--- config.mk ---
export PLATFORM = sky130hd
export DESIGN_NAME = usart_rxbuf
export DESIGN_NICKNAME = d
export VERILOG_FILES = /design/src/rtl/usart_rxbuf_pkg.sv /design/src/rtl/usart_rxbuf_fifo.sv /design/src/rtl/usart_rxbuf_sticky.sv /design/src/rtl/usart_rxbuf.sv
export SDC_FILE = /design/constraint.sdc
export NUM_CORES = 1
export LEC_CHECK = 0
export CORE_MARGIN = 2
export CORE_UTILIZATION = 52
export CTS_BUF_LIST = sky130_fd_sc_hd__clkbuf_4 sky130_fd_sc_hd__clkbuf_8
export CTS_CLUSTER_SIZE = 24
export DETAILED_ROUTE_END_ITERATION = 8
export PLACE_DENSITY = 0.82
export SLEW_MARGIN = 20
export SYNTH_ARGS = -nofsm -noshare
export SYNTH_HDL_FRONTEND = slang
export SYNTH_SLANG_ARGS = --single-unit
--- constraint.sdc ---
create_clock -name clk -period 2.4 [get_ports clk]
set_input_delay 0.6 -clock clk [delete_from_list [all_inputs] [get_ports clk]]
set_output_delay 0.6 -clock clk [all_outputs]
set_load 0.01 [all_outputs]
--- src/rtl/usart_rxbuf_pkg.sv ---
package usart_rxbuf_pkg;

  typedef struct packed {
    logic ferr;
    logic perr;
    logic ovf;
  } rxb_tag_t;

  localparam int unsigned STS_W     = 3;
  localparam int unsigned STS_FERR  = 0;
  localparam int unsigned STS_PERR  = 1;
  localparam int unsigned STS_OVF   = 2;

  function automatic int wrap_inc(input int p, input int depth);
    return (p == depth - 1) ? 0 : p + 1;
  endfunction

  function automatic int wrap_dec(input int p, input int depth);
    return (p == 0) ? depth - 1 : p - 1;
  endfunction

endpackage

--- src/rtl/usart_rxbuf_fifo.sv ---
module usart_rxbuf_fifo
  import usart_rxbuf_pkg::*;
#(
  parameter int unsigned DATA_W = 8,
  parameter int unsigned DEPTH  = 2
) (
  input  logic              clk,
  input  logic              rst_n,
  input  logic              flush,
  input  logic              push_req,
  input  logic [DATA_W-1:0] push_data,
  input  logic              push_ferr,
  input  logic              push_perr,
  input  logic              tag_ovf_en,
  input  logic              pop_req,
  output logic [DATA_W-1:0] head_data,
  output rxb_tag_t          head_tag,
  output logic              not_empty,
  output logic              push_done,
  output logic              pop_done,
  output logic              dropped,
  output logic              head_fresh
);

  localparam int unsigned PW = (DEPTH > 1) ? $clog2(DEPTH) : 1;
  localparam int unsigned CW = $clog2(DEPTH + 1);
  localparam logic [CW-1:0] FULL_CNT = CW'(DEPTH);

  logic [DATA_W-1:0] mem [DEPTH];
  rxb_tag_t          tags [DEPTH];
  logic [PW-1:0]     wr_ptr, rd_ptr;
  logic [CW-1:0]     cnt;
  logic              full;
  logic              fresh_d;
  logic [PW-1:0]     wr_nxt, rd_nxt, newest;

  assign full      = (cnt == FULL_CNT);
  assign not_empty = (cnt != '0);
  assign pop_done  = pop_req && not_empty;
  assign push_done = push_req && (!full || pop_done);
  assign dropped   = push_req && full && !pop_done;

  assign wr_nxt = PW'(wrap_inc(int'(wr_ptr), int'(DEPTH)));
  assign rd_nxt = PW'(wrap_inc(int'(rd_ptr), int'(DEPTH)));
  assign newest = PW'(wrap_dec(int'(wr_ptr), int'(DEPTH)));

  assign head_data = mem[rd_ptr];
  assign head_tag  = tags[rd_ptr];

  // A new entry reaches the head when written into an empty store, when
  // written while the only stored entry leaves, or when a pop exposes the next.
  always_comb begin
    fresh_d = 1'b0;
    if (push_done && (cnt == '0 || (pop_done && cnt == CW'(1))))
      fresh_d = 1'b1;
    if (pop_done && cnt > CW'(1))
      fresh_d = 1'b1;
  end

  always_ff @(posedge clk or negedge rst_n) begin
    if (!rst_n) begin
      wr_ptr     <= '0;
      rd_ptr     <= '0;
      cnt        <= '0;
      head_fresh <= 1'b0;
      for (int i = 0; i < int'(DEPTH); i++) begin
        mem[i]  <= '0;
        tags[i] <= '0;
      end
    end else if (flush) begin
      wr_ptr     <= '0;
      rd_ptr     <= '0;
      cnt        <= '0;
      head_fresh <= 1'b0;
      for (int i = 0; i < int'(DEPTH); i++) tags[i] <= '0;
    end else begin
      head_fresh <= fresh_d;
      if (push_done) begin
        mem[wr_ptr]  <= push_data;
        tags[wr_ptr] <= '{ferr: push_ferr, perr: push_perr, ovf: 1'b0};
        wr_ptr       <= wr_nxt;
      end
      if (dropped && tag_ovf_en)
        tags[newest].ovf <= 1'b1;
      if (pop_done)
        rd_ptr <= rd_nxt;
      if (push_done && !pop_done)
        cnt <= cnt + CW'(1);
      else if (pop_done && !push_done)
        cnt <= cnt - CW'(1);
    end
  end

endmodule

--- src/rtl/usart_rxbuf_sticky.sv ---
module usart_rxbuf_sticky (
  input  logic clk,
  input  logic rst_n,
  input  logic clr_all,
  input  logic set_evt,
  input  logic wr_clr,
  output logic q
);

  always_ff @(posedge clk or negedge rst_n) begin
    if (!rst_n)       q <= 1'b0;
    else if (clr_all) q <= 1'b0;
    else if (set_evt) q <= 1'b1;
    else if (wr_clr)  q <= 1'b0;
  end

endmodule

--- src/rtl/usart_rxbuf.sv ---
module usart_rxbuf
  import usart_rxbuf_pkg::*;
#(
  parameter int unsigned DATA_W = 8,
  parameter int unsigned DEPTH  = 2
) (
  input  logic              clk,
  input  logic              rst_n,
  input  logic              rx_en,
  input  logic              imm_ovf_mode,
  input  logic              chr_valid,
  input  logic [DATA_W-1:0] chr_data,
  input  logic              chr_ferr,
  input  logic              chr_perr,
  input  logic              rd_en,
  output logic [DATA_W-1:0] rd_data,
  output logic              rx_ready,
  input  logic              sts_wr,
  input  logic [2:0]        sts_wdata,
  output logic              sts_ferr,
  output logic              sts_perr,
  output logic              sts_ovf
);

  logic             flush;
  logic             push_req, pop_req;
  rxb_tag_t         head_tag;
  logic             push_done, pop_done, fifo_drop, head_fresh;
  logic             set_ferr, set_perr, set_ovf;
  logic [STS_W-1:0] set_vec, clr_vec, sts_q;

  assign flush    = !rx_en;
  assign push_req = rx_en && chr_valid;
  assign pop_req  = rx_en && rd_en;

  usart_rxbuf_fifo #(
    .DATA_W (DATA_W),
    .DEPTH  (DEPTH)
  ) u_fifo (
    .clk        (clk),
    .rst_n      (rst_n),
    .flush      (flush),
    .push_req   (push_req),
    .push_data  (chr_data),
    .push_ferr  (chr_ferr),
    .push_perr  (chr_perr),
    .tag_ovf_en (!imm_ovf_mode),
    .pop_req    (pop_req),
    .head_data  (rd_data),
    .head_tag   (head_tag),
    .not_empty  (rx_ready),
    .push_done  (push_done),
    .pop_done   (pop_done),
    .dropped    (fifo_drop),
    .head_fresh (head_fresh)
  );

  // Named status events
  assign set_ferr = head_fresh && head_tag.ferr;
  assign set_perr = head_fresh && head_tag.perr;
  assign set_ovf  = (imm_ovf_mode && fifo_drop) || (pop_done && head_tag.ovf);

  always_comb begin
    set_vec           = '0;
    set_vec[STS_FERR] = set_ferr;
    set_vec[STS_PERR] = set_perr;
    set_vec[STS_OVF]  = set_ovf;
    clr_vec           = sts_wr ? sts_wdata : '0;
  end

  for (genvar g = 0; g < int'(STS_W); g++) begin : g_sts
    usart_rxbuf_sticky u_bit (
      .clk     (clk),
      .rst_n   (rst_n),
      .clr_all (flush),
      .set_evt (set_vec[g]),
      .wr_clr  (clr_vec[g]),
      .q       (sts_q[g])
    );
  end

  assign sts_ferr = sts_q[STS_FERR];
  assign sts_perr = sts_q[STS_PERR];
  assign sts_ovf  = sts_q[STS_OVF];

endmodule

After elaboration in Yosys (flattened, before gate mapping)
Index checks and enable logic that the tools add are counted.
Widths: inputs -> output; s select.
- register bits: 30
- input bits: 20
- output and inout bits: 12
- word-level logic and storage cells: 107
- add/sub/neg operators: 5
- $lt $le $gt $ge: 6
- equal/unequal tests: 8
- multiplexer cells: 42
- bitwise logic cells: 3
- reductions and logical operators: 28
- operators by type and width (operator ; count):
    $mux 8 ; 4
    $mux 6 ; 4
    $mux 1 ; 20
    $logic_and 1x1->1 ; 18
    $bwmux 16 ; 1
    $mux 3 ; 5
    $bwmux 6 ; 2
    $ne 3x1->1 const B ; 4
    $demux 8 s1 ; 1
    $demux 3 s1 ; 2
    $ge 2x2->1 const B ; 3
    $mux 2 ; 3
    $not 1->2 ; 3
    $logic_not 1->1 ; 4
    $lt 2x1->1 const B ; 2
    $ne 2x1->1 const B ; 2
    $logic_or 1x1->1 ; 3
    $add 1x1->1 const B ; 2
    $add 2x1->2 const B ; 1
    $eq 2x1->1 const B ; 1
    $eq 2x2->1 const B ; 1
    $gt 2x1->1 const B ; 1
    $logic_not 2->1 ; 1
    $reduce_and 2->1 ; 1
    other kinds (3) ; 3

Logic depth before layout (Yosys ltp)
- depth in word-level cells: 11
- gate-level depth with buffers: 7
- depth with buffers taken out: 5

By module
From an unflattened synthesis, not the netlist that was laid out.
- cells, all modules: 134
- area total of the unflattened synthesis: 1589.0 µm²
- by module, submodules not included (module ; times used ; cells each ; area each (µm²) ; seq. area each (µm²)):
    usart_rxbuf_fifo ; 1 ; 112 ; 1397.6 ; 675.6
    usart_rxbuf_sticky ; 3 ; 4 ; 43.8 ; 25.0
    usart_rxbuf ; 1 ; 10 ; 60.1 ; 0.0

Worst setup path before layout
No wires, ideal clock.
- kind: register to register
- start: register u_fifo.cnt[1]
- end: register u_fifo.mem[10] (netlist name)
- setup time: 0.125 ns
- data arrival time: 1.745 ns
- data required time: 2.275 ns
- slack: 0.531 ns
- cell stages (with the launch flop): 8
- buffers on the path: 2
- clock period less this slack: 1.869 ns
- cells stage by stage: dfrtp_1 > inv_1 > ha_1 > nand2b_4 > buf_2 > a211oi_2 > buf_4 > mux2_2
- cells in the longest elaborated chain, start to end: 5
- elaborated cells between the ends (all ways): 7
- those cells by class: 1 x eq/ne; 6 x reduce/logical
- RTL lines (element ; RTL line ; source):
    start, declared ; usart_rxbuf_fifo.sv:32 ; logic [CW-1:0] cnt;
    start signal, assigned ; usart_rxbuf_fifo.sv:88 ; cnt <= cnt + CW'(1);
    start signal, assigned ; usart_rxbuf_fifo.sv:90 ; cnt <= cnt - CW'(1);
    $eq 2x2->1 or $reduce_bool 2->1 (tied branches) ; usart_rxbuf_fifo.sv:37, usart_rxbuf_fifo.sv:38 ;
    $logic_not 1->1 or $logic_and 1x1->1 (tied branches) ; usart_rxbuf_fifo.sv:40, usart_rxbuf_fifo.sv:39 ;
    $logic_or 1x1->1 (*) ; usart_rxbuf_fifo.sv:40 ; assign push_done = push_req && (!full || pop_done);
    $logic_and 1x1->1 (*) ; usart_rxbuf_fifo.sv:40 ;
    $reduce_and 2->1 (no line) (*) ; - ;
    end signal, assigned by index ; usart_rxbuf_fifo.sv:79 ; mem[wr_ptr] <= push_data;
    end, declared ; usart_rxbuf_fifo.sv:29 ; logic [DATA_W-1:0] mem [DEPTH];
Mark *: on every way between the ends. The rest lies on a longest branch, timed or not.
A chain may end at the register's enable or synchronous reset.

Final worst setup path
- start: register u_fifo.rd_ptr
- end: output port rd_data[1]
- cells in the longest elaborated chain, start to end: 4
- RTL lines (element ; RTL line ; source):
    start, declared ; usart_rxbuf_fifo.sv:31 ; logic [PW-1:0] wr_ptr, rd_ptr;
    start signal, assigned ; usart_rxbuf_fifo.sv:86 ; rd_ptr <= rd_nxt;
    $not 1->2 (not written as such) ; usart_rxbuf_fifo.sv:47 ; assign head_data = mem[rd_ptr];
    $mux 8 (not written as such) (3 in a row) ; usart_rxbuf_fifo.sv:47 ;
    end, declared ; usart_rxbuf.sv:16 ; output logic [DATA_W-1:0] rd_data,
Every way passes these cells. The select of a mux whose other input is x is not followed.

==> flow_summary.toml <==
[outcome]
status = "finished, final reports clean"

[yosys]
synth-compound-area-share_pct = 8.681
ys.flop_type = "dfrtp_1"
yosysWarnings = 0
synth_edf_count = 0
synth_top_family_by_area = "multiplexers"
async_reset_ff_share_pct = 100.0
synth_cells = 121
avgSynthCellArea_um2 = 12.15
synthXorXnorAreaFrac_pct = 0.5957
syn_area_um2 = 1470
synth_nets = 144
synth_seq_cells = 30
synthSimpleGateAreaFrac_pct = 8.681
muxShareOfSynthArea_pct = 25.36
seq_area_frac_synth_pct = 51.06
synth.distinct_cells = 28
synthAdderAreaFrac_pct = 2.553

[timing]
finalCriticalPeriod_ns = 2.275
finalHoldViolations = 0
tightest_slew_ns = 0.3792
setup_viol = 0
drv_slew = 0
rsz0062_at_grt = "false"
min_period_over_period_pct = 94.80
setup_tns_ns = 0
skew_ns = 0.01552
max_freq_ghz = 0.4395
slew_headroom_pct = 74.72

[hold_path]
hold_class = "flop to flop"

[finish]
drive_gt1_share_pct = 28.22
diodes = 0
finalNetCount = 185
fillers = 207
area_growth_pct = 30.38

[cts]
clk_pin_slew_worst_paths_ns = 0.10
cts_hold_buffers = 0
insertion_delay_ns = 0.33
cts_tree = "done"
cts_max_path_buffers = 2
cts_setup_buffers = 0
post_cts_resized = 0
cts_sinks = 30
htree_num_levels = 2
ctsRootBufferMaster = "clkbuf_4"
numCtsBuffers = 5

[pwr]
switchingPower_mw = 0.6526
seqPwrFrac_pct = 38.7
power.leakage_nw = 0.8239
pwr-share-comb_pct = 45.2
ir_drop_v = 0.0008058
clkPwrFrac_pct = 16.1
p_int_mw = 1.367
p_sw_share_pct = 32.32
power_mw = 2.019
p_per_area_nw_per_um2 = 1053

[worst_setup_path]
cp_data_arrival_time_ns = 1.68
startpoint_type = "flop"
path_delay_family = "buffers and inverters"
worst_setup_path_end_kind = "primary output"
path_buf_inv = 2
worst_ep_required_time_ns = 1.80
max_stage_delay_ns = 0.48
path_class = "flop to primary output"
cp_max_fo = 6
cpMaxStageDelayCell = "clkdlybuf4s50_1"
path_cells = "buf_4, mux2_2, clkdlybuf4s50_1"

[routing]
vias_per_cell = 5.433
num_vias = 1054
wirelength_um = 2988
drt-pass1-iter-count = 4
drc = 0
drt_iter0_drc = 24
wl_per_cell_um = 15.40
ant_nets = 0

[floorplan]
initial_core_util_pct = 54.25
die-area_um2 = 3268
ioPinCount = 32
die_x_um = 57.17
rows = 19
fp.coreArea_um2 = 2710
die_y_um = 57.17

[global_route]
grt_pass1_vias = 1140
grt_usage_pct = 20.28
grt_start_max_net_pins = 31
antenna_found_initial = 0
grt_pass1_wl_um = 5023
grt-ovfl-total = 0

[placed_design]
dp_hpwl_um = 2179
portBuffers = 31
gp_congestion = 0.8485

[run]
maxCapViolCount = 0
## synthesized netlist by cell type (all sizes together) (2+ instances only)
cell type | instances | area [um2]
nor2 | 5 | 18.77
a22oi | 2 | 15.01
nand2 | 15 | 58.81
a2bb2oi | 2 | 17.52
inv | 5 | 18.77
nor2b | 2 | 12.51
ha | 3 | 37.54
a211oi | 4 | 47.54
mux2i | 8 | 80.08
dfrtp | 30 | 750.7
buf | 4 | 22.52
a21oi | 3 | 15.01
nand3 | 2 | 10.01
mux2 | 26 | 292.8
## state kept, by name, summed over array words and instances, names as in the netlist
| register | flops |
|---|---|
| u_fifo.cnt | 2 |
| u_fifo.mem | 16 |
| u_fifo.wr_ptr | 1 |
| u_fifo.head_fresh | 1 |
| g_sts.u_bit.q | 3 |
| u_fifo.rd_ptr | 1 |
| u_fifo.tags | 6 |
## cell type report
type	count	area [um2]	area share (%)
clock buffers	6	51.30	2.676
multi-input cells	81	674.4	35.18
inverters	5	18.77	0.9791
repair buffers	39	370.4	19.32
clock inverters	2	12.51	0.6527
well taps	31	38.79	2.023
flip-flops and latches	30	750.7	39.16
## metal layers
layer  track usage [%]  part of all wire [%]
met5                 0                     0
met4             8.306                   1.3
met3             4.308                   3.3
met2             34.81                    54
met1             24.89                    42
## layout by cell type (no fill, tap or decap)
cell type,instances
a211oi_4,1
ha_1,3
nand2_2,1
clkbuf_4,5
a2bb2oi_1,2
clkinv_2,1
nand3_1,2
a211oi_1,2
a22oi_1,2
o21ai_0,1
o22ai_1,1
buf_4,8
a31oi_1,1
mux2_2,26
a21oi_1,3
nor2_1,5
nand2b_4,1
a211oi_2,1
xor2_1,1
nand2_1,14
a21boi_0,1
inv_1,5
dfrtp_1,30
nor2b_1,2
clkdlybuf4s50_1,31
nand4_1,1
clkinvlp_4,1
nor3b_1,1
o21bai_1,1
clkbuf_8,1
mux2i_1,8
## worst register-to-register path: cells and delay by family (launching register included)
kind / cells / cell delay (ns)
buffers and inverters: 2 / 0.28
flip-flops: 1 / 0.43
adder cells (fa/ha/maj): 1 / 0.22
AND/OR/NAND/NOR: 1 / 0.22
multiplexers: 1 / 0.36
AO/OA/AOI/OAI: 1 / 0.26
## logic make-up (layout without fill, tap and decap cells)
family	after synthesis	after routing
compound gates	16	16
buf+inv	10	52
mux	34	34
fa+ha+maj	3	3
flops	30	30
simple gates	27	27
xor+xnor	1	1
## power by group through the flow
stage / logic [mW] / clock network (mW) / registers, mW
CTS: 0.923 / 0.331 / 0.783
detailed placement: 0.917 / 0 / 0.792
floorplan: 0.567 / 0 / 0.758
global placement: 0.889 / 0 / 0.772
global route: 0.984 / 0.353 / 0.802
finish: 0.913 / 0.324 / 0.782
## path summary, 6_finish.rpt
kind	startpoint	endpoint	slack [ns]	depth (start not counted)
worst max register to register	u_fifo.cnt[1]$_DFFE_PN0P_	u_fifo.mem[2]$_DFFE_PN0P_	0.51	6
worst min-delay path	u_fifo.mem[7]$_DFFE_PN0P_	u_fifo.mem[7]$_DFFE_PN0P_	0.51	1
worst max-delay path	u_fifo.rd_ptr$_DFFE_PN0P_	rd_data[1]	0.12	3
max in group asynchronous	rst_n	u_fifo.tags[1]$_DFFE_PN0P_	1.47	2
min in group asynchronous	rst_n	u_fifo.mem[15]$_DFFE_PN0P_	0.64	2
worst min register to register	u_fifo.mem[7]$_DFFE_PN0P_	u_fifo.mem[7]$_DFFE_PN0P_	0.51	1
## stage by stage
step	hold WS (ns)	cells	setup WS, ns	util (%)	cell area [um2]
after CTS	0.5174	194	0.1150	70.73	1917
final	0.5134	194	0.1249	70.73	1917
after detailed placement	0.4958	186	0.2050	68.37	1853
after global routing	0.5314	194	0.08211	70.73	1917
after floorplan	0.3044	121	0.5306	-	1470
after global placement	0.4831	186	0.2452	68.37	1853
No activity file was read; power rests on OpenSTA's default activity.
